==> src/rtl/tcpu_pkg.sv <==
package tcpu_pkg;
  localparam int WORD_W  = 8;
  localparam int ADDR_W  = WORD_W;
  localparam int REG_N   = 4;
  localparam int REG_W   = $clog2(REG_N);
  localparam int SH_W    = 3;
  localparam int OFF_W   = 5;
  localparam int BR_BIAS = 16;

  typedef enum logic [4:0] {
    OP_BR, OP_MOV, OP_SWP, OP_SHL, OP_SHR, OP_ADD, OP_SUB, OP_XOR, OP_AND,
    OP_LDB, OP_STB, OP_INP, OP_OUT, OP_NOT, OP_INC, OP_NOP, OP_HLT
  } op_e;

  typedef enum logic [2:0] {
    ST_FETCH, ST_DECODE, ST_EXEC, ST_LOAD, ST_HALT
  } state_e;

  typedef struct packed {
    op_e              op;
    logic [REG_W-1:0] ra;
    logic [REG_W-1:0] rb;
    logic [SH_W-1:0]  sh;
    logic [OFF_W-1:0] off;
  } dec_t;

  // Result written to the destination register; src = rA, dst = rB.
  function automatic logic [WORD_W-1:0] alu_calc(op_e op, logic [WORD_W-1:0] src,
                                                 logic [WORD_W-1:0] dst, logic [SH_W-1:0] sh);
    logic [WORD_W-1:0] y;
    case (op)
      OP_MOV, OP_SWP: y = src;
      OP_SHL:         y = dst << sh;
      OP_SHR:         y = dst >> sh;
      OP_ADD:         y = dst + src;
      OP_SUB:         y = dst - src;
      OP_XOR:         y = dst ^ src;
      OP_AND:         y = dst & src;
      OP_NOT:         y = ~dst;
      OP_INC:         y = dst + WORD_W'(1);
      default:        y = dst;
    endcase
    return y;
  endfunction

  // Branch target relative to the byte after the branch, offset biased.
  function automatic logic [ADDR_W-1:0] br_target(logic [ADDR_W-1:0] pc, logic [OFF_W-1:0] off);
    return pc + ADDR_W'(1) + ADDR_W'(off) - ADDR_W'(BR_BIAS);
  endfunction
endpackage

==> src/rtl/tcpu_decode.sv <==
module tcpu_decode
  import tcpu_pkg::*;
(
  input  logic [WORD_W-1:0] ir,
  output dec_t              dec
);
  always_comb begin
    dec.op  = OP_NOP;
    dec.ra  = ir[3:2];
    dec.rb  = ir[1:0];
    dec.sh  = ir[2:0];
    dec.off = ir[4:0];
    casez (ir)
      8'b000?????: dec.op = OP_BR;
      8'b0010????: dec.op = OP_MOV;
      8'b0011????: dec.op = OP_SWP;
      8'b010?????: begin dec.op = OP_SHL; dec.rb = ir[4:3]; end
      8'b011?????: begin dec.op = OP_SHR; dec.rb = ir[4:3]; end
      8'b1000????: dec.op = OP_ADD;
      8'b1001????: dec.op = OP_SUB;
      8'b1010????: dec.op = OP_XOR;
      8'b1011????: dec.op = OP_AND;
      8'b1100????: dec.op = OP_LDB;
      8'b1101????: dec.op = OP_STB;
      8'b111000??: dec.op = OP_INP;
      8'b111001??: dec.op = OP_OUT;
      8'b111010??: dec.op = OP_NOT;
      8'b111100??: dec.op = OP_INC;
      8'b11111111: dec.op = OP_HLT;
      default:     dec.op = OP_NOP;
    endcase
  end
endmodule

==> src/rtl/tcpu_regfile.sv <==
module tcpu_regfile
  import tcpu_pkg::*;
#(
  parameter int N = REG_N,
  parameter int W = WORD_W,
  localparam int AW = $clog2(N)
) (
  input  logic          clk,
  input  logic          rst_n,
  input  logic [AW-1:0] raddr_a,
  input  logic [AW-1:0] raddr_b,
  output logic [W-1:0]  rdata_a,
  output logic [W-1:0]  rdata_b,
  output logic [W-1:0]  r0,
  input  logic          we0,
  input  logic [AW-1:0] waddr0,
  input  logic [W-1:0]  wdata0,
  input  logic          we1,
  input  logic [AW-1:0] waddr1,
  input  logic [W-1:0]  wdata1
);
  logic [W-1:0] regs [N];

  always_ff @(posedge clk or negedge rst_n) begin
    if (!rst_n) begin
      for (int i = 0; i < N; i++) regs[i] <= '0;
    end else begin
      for (int i = 0; i < N; i++) begin
        if (we1 && waddr1 == AW'(i))      regs[i] <= wdata1;
        else if (we0 && waddr0 == AW'(i)) regs[i] <= wdata0;
      end
    end
  end

  assign rdata_a = regs[raddr_a];
  assign rdata_b = regs[raddr_b];
  assign r0      = regs[0];

  // Dual writes (exchange) must not lose a value to the port priority.
  AST_SWAP_NO_LOSS: assert property (@(posedge clk) disable iff (!rst_n)
    (we0 && we1) |-> (waddr0 != waddr1 || wdata0 == wdata1));
endmodule

==> src/rtl/tcpu_alu.sv <==
module tcpu_alu
  import tcpu_pkg::*;
(
  input  op_e               op,
  input  logic [WORD_W-1:0] src,
  input  logic [WORD_W-1:0] dst,
  input  logic [SH_W-1:0]   sh,
  output logic [WORD_W-1:0] y
);
  assign y = alu_calc(op, src, dst, sh);
endmodule

==> src/rtl/tiny_cpu8.sv <==
module tiny_cpu8
  import tcpu_pkg::*;
(
  input  logic              clk,
  input  logic              rst_n,
  output logic [ADDR_W-1:0] mem_addr,
  output logic              mem_we,
  output logic [WORD_W-1:0] mem_wdata,
  input  logic [WORD_W-1:0] mem_rdata,
  input  logic [WORD_W-1:0] in_data,
  input  logic              in_valid,
  output logic              in_ready,
  output logic [WORD_W-1:0] out_data,
  output logic              out_valid,
  output logic              halted
);
  state_e            state;
  logic [ADDR_W-1:0] pc;
  logic [WORD_W-1:0] ir;
  dec_t              dec;
  logic [WORD_W-1:0] rd_a, rd_b, r0, alu_y;
  logic              wr0_en, wr1_en;
  logic [WORD_W-1:0] wr0_data;

  // Named internal events
  logic ev_exec, ev_br, ev_br_taken, ev_mem, ev_store, ev_out, ev_inp_wait, ev_inp_take, ev_halt;
  assign ev_exec     = (state == ST_EXEC);
  assign ev_br       = ev_exec && dec.op == OP_BR;
  assign ev_br_taken = ev_br && r0 != '0;
  assign ev_mem      = ev_exec && (dec.op == OP_LDB || dec.op == OP_STB);
  assign ev_store    = ev_exec && dec.op == OP_STB;
  assign ev_out      = ev_exec && dec.op == OP_OUT;
  assign ev_inp_wait = ev_exec && dec.op == OP_INP;
  assign ev_inp_take = ev_inp_wait && in_valid;
  assign ev_halt     = ev_exec && dec.op == OP_HLT;

  tcpu_decode u_dec (.ir(ir), .dec(dec));

  tcpu_alu u_alu (.op(dec.op), .src(rd_a), .dst(rd_b), .sh(dec.sh), .y(alu_y));

  always_comb begin
    wr0_en   = 1'b0;
    wr0_data = alu_y;
    if (state == ST_LOAD) begin
      wr0_en   = 1'b1;
      wr0_data = mem_rdata;
    end else if (ev_exec) begin
      case (dec.op)
        OP_MOV, OP_SWP, OP_SHL, OP_SHR, OP_ADD, OP_SUB,
        OP_XOR, OP_AND, OP_NOT, OP_INC: wr0_en = 1'b1;
        OP_INP: begin wr0_en = in_valid; wr0_data = in_data; end
        default: wr0_en = 1'b0;
      endcase
    end
  end
  assign wr1_en = ev_exec && dec.op == OP_SWP;

  tcpu_regfile u_rf (
    .clk(clk), .rst_n(rst_n),
    .raddr_a(dec.ra), .raddr_b(dec.rb), .rdata_a(rd_a), .rdata_b(rd_b), .r0(r0),
    .we0(wr0_en), .waddr0(dec.rb), .wdata0(wr0_data),
    .we1(wr1_en), .waddr1(dec.ra), .wdata1(rd_b)
  );

  always_ff @(posedge clk or negedge rst_n) begin
    if (!rst_n) begin
      state     <= ST_FETCH;
      pc        <= '0;
      ir        <= '0;
      out_valid <= 1'b0;
      out_data  <= '0;
    end else begin
      out_valid <= ev_out;
      if (ev_out) out_data <= rd_b;
      case (state)
        ST_FETCH:  state <= ST_DECODE;
        ST_DECODE: begin ir <= mem_rdata; state <= ST_EXEC; end
        ST_EXEC: begin
          if (ev_halt) state <= ST_HALT;
          else if (ev_inp_wait && !in_valid) state <= ST_EXEC;
          else begin
            state <= (dec.op == OP_LDB) ? ST_LOAD : ST_FETCH;
            pc    <= ev_br_taken ? br_target(pc, dec.off) : pc + ADDR_W'(1);
          end
        end
        ST_LOAD:  state <= ST_FETCH;
        default:  state <= ST_HALT;
      endcase
    end
  end

  assign mem_addr  = ev_mem ? rd_a : pc;
  assign mem_we    = ev_store;
  assign mem_wdata = rd_b;
  assign in_ready  = ev_inp_wait;
  assign halted    = (state == ST_HALT);

  AST_FALLTHROUGH: assert property (@(posedge clk) disable iff (!rst_n)
    (ev_br && r0 == '0) |=> (pc == $past(pc) + ADDR_W'(1)));
  AST_INP_STALL: assert property (@(posedge clk) disable iff (!rst_n)
    (in_ready && !in_valid) |=> in_ready);
  AST_OUT_PULSE: assert property (@(posedge clk) disable iff (!rst_n)
    out_valid |=> !out_valid);
  AST_HALT_STICKY: assert property (@(posedge clk) disable iff (!rst_n)
    halted |=> (halted && $stable(pc)));
  AST_HALT_QUIET: assert property (@(posedge clk) disable iff (!rst_n)
    halted |-> (!mem_we && !in_ready && !out_valid));
endmodule

==> config.mk <==
export PLATFORM = sky130hd
export DESIGN_NAME = tiny_cpu8
export DESIGN_NICKNAME = d
export VERILOG_FILES = /design/src/rtl/tcpu_pkg.sv /design/src/rtl/tcpu_decode.sv /design/src/rtl/tcpu_regfile.sv /design/src/rtl/tcpu_alu.sv /design/src/rtl/tiny_cpu8.sv
export SDC_FILE = /design/constraint.sdc
export NUM_CORES = 1
export LEC_CHECK = 0
export CAP_MARGIN = 10
export CORE_MARGIN = 3
export CORE_UTILIZATION = 55
export DETAILED_ROUTE_END_ITERATION = 10
export PLACE_DENSITY = 0.86
export SYNTH_ARGS = -nofsm -noshare
export SYNTH_HDL_FRONTEND = slang
export SYNTH_SLANG_ARGS = --single-unit
==> constraint.sdc <==
create_clock -name clk -period 9.2 [get_ports clk]
set_input_delay 1.38 -clock clk [delete_from_list [all_inputs] [get_ports clk]]
set_output_delay 1.38 -clock clk [all_outputs]
set_load 0.02 [all_outputs]
==> impl_metrics.ini <==
[finish]
fillCellCount = 835
final_common_cell = dfrtp_1
mostFrequentLayoutCells = dfrtp_1, nand2_1, o21ai_0, nor2_1, clkdlybuf4s50_1
nets = 742
area_growth_pct = 11.4
diodes = 0
layout.cells.non_filler = 831
utilization_pct = 63.8
drive_gt1_share_pct = 10.6

[setup_path]
startpoint_type = register
worstSetupEndpointType = register
reg2reg_depth = 15
startpoint = ir[3]
cp_data_required_time_ns = 9.41
crit_fanout = 22
cp.arrival_ns = 5.62
crit_type = reg -> reg
regToRegStartpoint = ir[3]

[clocking]
cts_tree = built
clk_pin_slew_worst_paths_ns = 0.08
cts_setup_buffers = 0
cts_resized = 0
cts_made_buffers = 9
htreeDepth = 3
cts_buffer_depth = 2
clock_sinks = 60
cts_hold_buf = 0
clk_latency_ns = 0.36
root_buffer = clkbuf_8

[run_status]
status = completed

[yosys]
ys_async_sr_fraction_pct = 100
ys_warn_count = 0
ys_seq_elements = 60
avgSynthCellArea_um2 = 8.37
netlist_area_mm2 = 0.00567
yosysUniqueCellTypes = 69
syn_nets = 727
synth_ff_type = dfrtp_1
syn_inst = 678
synth-edff-count = 0
ys_seq_area_share_pct = 26.5

[grt]
met3_usage_pct = 6.06
grt_pass1_wl_um = 29200
grtUsageMet2_pct = 51.4
grt_usage_pct = 32.5
top_usage_layer = met2
grt_util_met1_pct = 44.0
grt_pass1_vias = 5419
grt_max_degree = 61
grt-ovfl-total = 0
antenna_found_initial = 0

[route]
postRouteAntennaNets = 0
vias = 5744
via_per_inst = 6.91
drt_iter0_drc = 744
wl_per_cell_um = 21.9
wl_um = 18200
drtPass1Iterations = 5
drc = 0

[worst_hold_path]
hp-start = pc[7]
holdPathStages = 1
hold_path.class = reg -> reg

[sta]
relSlewSlack_pct = 35.4
setup_violations = 0
post-route-period-util_pct = 58.8
period_minus_slack_ns = 5.41
final_hold_viol_count = 0
clock_skew_ns = 0.0107
setup_tns_ns = 0
drv_slew = 0
rsz0062_at_grt = no
holdWs_ns = 0.479
tightest_slew_ns = 0.964
fmax_ghz = 0.185

[placement]
gp_congestion = 1.04
place_inst = 814
port_buffers = 46
dpl.hpwl_um = 13500

[floorplan]
io-pin-count = 47
rows = 36
core-area_mm2 = 0.00991
die_x_um = 108
dieArea_mm2 = 0.0116
initial_core_util_pct = 57.2
die_h_um = 108

[job]
max_cap_violations = 0
worst max-delay path, stage by stage, from the launching register on:
cell,delay (ns)
dfrtp_1,0.90
and3b_1,0.45
a21o_1,0.55
mux2i_1,0.24
mux2_2,0.31
inv_1,0.18
ha_1,0.25
fa_1,0.41
a21o_1,0.18
a21oi_1,0.19
o21ai_0,0.14
xor2_1,0.16
a2111oi_0,0.53
o21ai_0,0.19
a22oi_1,0.39
o21ai_0,0.19
sequential cells by signal, indices dropped and copies added (netlist names):
register   count
pc             8
u_rf.regs     24
state          3
ir             8
out_data       8
out_valid      1
u_rf.r0        8
path summary, 6_finish.rpt:
| path | endpoint | slack (ns) |
|---|---|---|
| min | pc[7] | 0.48 |
| max in group asynchronous | u_rf.r0[0] | 7.47 |
| max | u_rf.regs[14] | 3.79 |
| max reg2reg | u_rf.regs[14] | 3.79 |
| min in group asynchronous | pc[5] | 1.17 |
| min reg2reg | pc[7] | 0.48 |
area by class of cell:
| type | instances | area (um^2) | area share [%] |
|---|---|---|---|
| multi-input cells | 527 | 3770 | 59.7 |
| repair buffers | 54 | 515 | 8.16 |
| clock inverters | 6 | 71.3 | 1.13 |
| inverters | 41 | 156 | 2.48 |
| clock buffers | 10 | 138 | 2.18 |
| flip-flops and latches | 60 | 1500 | 23.8 |
| well taps | 133 | 166 | 2.63 |
cells in the mapped netlist, types with 4 or more instances:
| master | instances | share of area (%) |
|---|---|---|
| a211o_1 | 4 | 0.62 |
| a211oi_1 | 26 | 3.4 |
| a211oi_2 | 5 | 1.1 |
| a21o_1 | 6 | 0.79 |
| a21oi_1 | 29 | 2.6 |
| a31oi_1 | 25 | 2.8 |
| and2_1 | 7 | 0.77 |
| and3_1 | 4 | 0.44 |
| buf_1 | 6 | 0.40 |
| buf_2 | 7 | 0.62 |
| buf_6 | 6 | 1.2 |
| clkbuf_1 | 30 | 2.0 |
| dfrtp_1 | 60 | 26 |
| ha_1 | 28 | 6.2 |
| inv_1 | 35 | 2.3 |
| inv_2 | 4 | 0.26 |
| mux2_2 | 13 | 2.6 |
| mux2i_1 | 15 | 2.6 |
| mux4_2 | 14 | 5.6 |
| nand2_1 | 53 | 3.5 |
| nand2b_1 | 8 | 0.88 |
| nand3_1 | 27 | 2.4 |
| nand3b_1 | 6 | 0.79 |
| nor2_1 | 48 | 3.2 |
| nor2b_1 | 9 | 0.99 |
| nor3_1 | 20 | 1.8 |
| nor3b_1 | 4 | 0.53 |
| nor4_1 | 5 | 0.55 |
| o211ai_1 | 7 | 0.93 |
| o21ai_0 | 48 | 4.2 |
| o21ai_1 | 9 | 0.79 |
| o221ai_1 | 11 | 1.7 |
| o22a_1 | 6 | 0.93 |
| o31ai_1 | 8 | 1.1 |
| or2_2 | 4 | 0.44 |
| or3_1 | 6 | 0.66 |
| xnor2_1 | 15 | 2.3 |
| xor2_1 | 7 | 1.1 |
cells by family (layout without fill, tap and decap cells):
| kind of cell | after synthesis | count (layout) | synth area share, % |
|---|---|---|---|
| XOR/XNOR | 22 | 22 | 3.40 |
| multiplexers | 42 | 42 | 10.8 |
| AND/OR/NAND/NOR | 211 | 211 | 18.3 |
| AO/OA/AOI/OAI | 222 | 222 | 27.1 |
| adder cells (fa/ha/maj) | 30 | 30 | 6.88 |
| buffers and inverters | 91 | 111 | 7.08 |
| flip-flops | 60 | 60 | 26.5 |
metrics by stage:
| stage | worst slack (ns) | area [um^2] |
|---|---|---|
| 2_1_floorplan | 5.22 | 5670 |
| 3_3_place_gp | 4.19 | 6100 |
| 3_5_place_dp | 4.05 | 6100 |
| 4_1_cts | 3.98 | 6310 |
| 5_1_grt | 3.45 | 6320 |
| 6_report | 3.79 | 6320 |
routing by layer:
layer  wire length (um)  vias up
li1                   -     2563
met5                  0        -
met4                599        0
met2               8480      391
met3               1850       55
met1               7300     2735
Power is left out: the tool's default activity adds up to more than one toggle a clock period on the data nets, which glitch-free logic cannot reach.
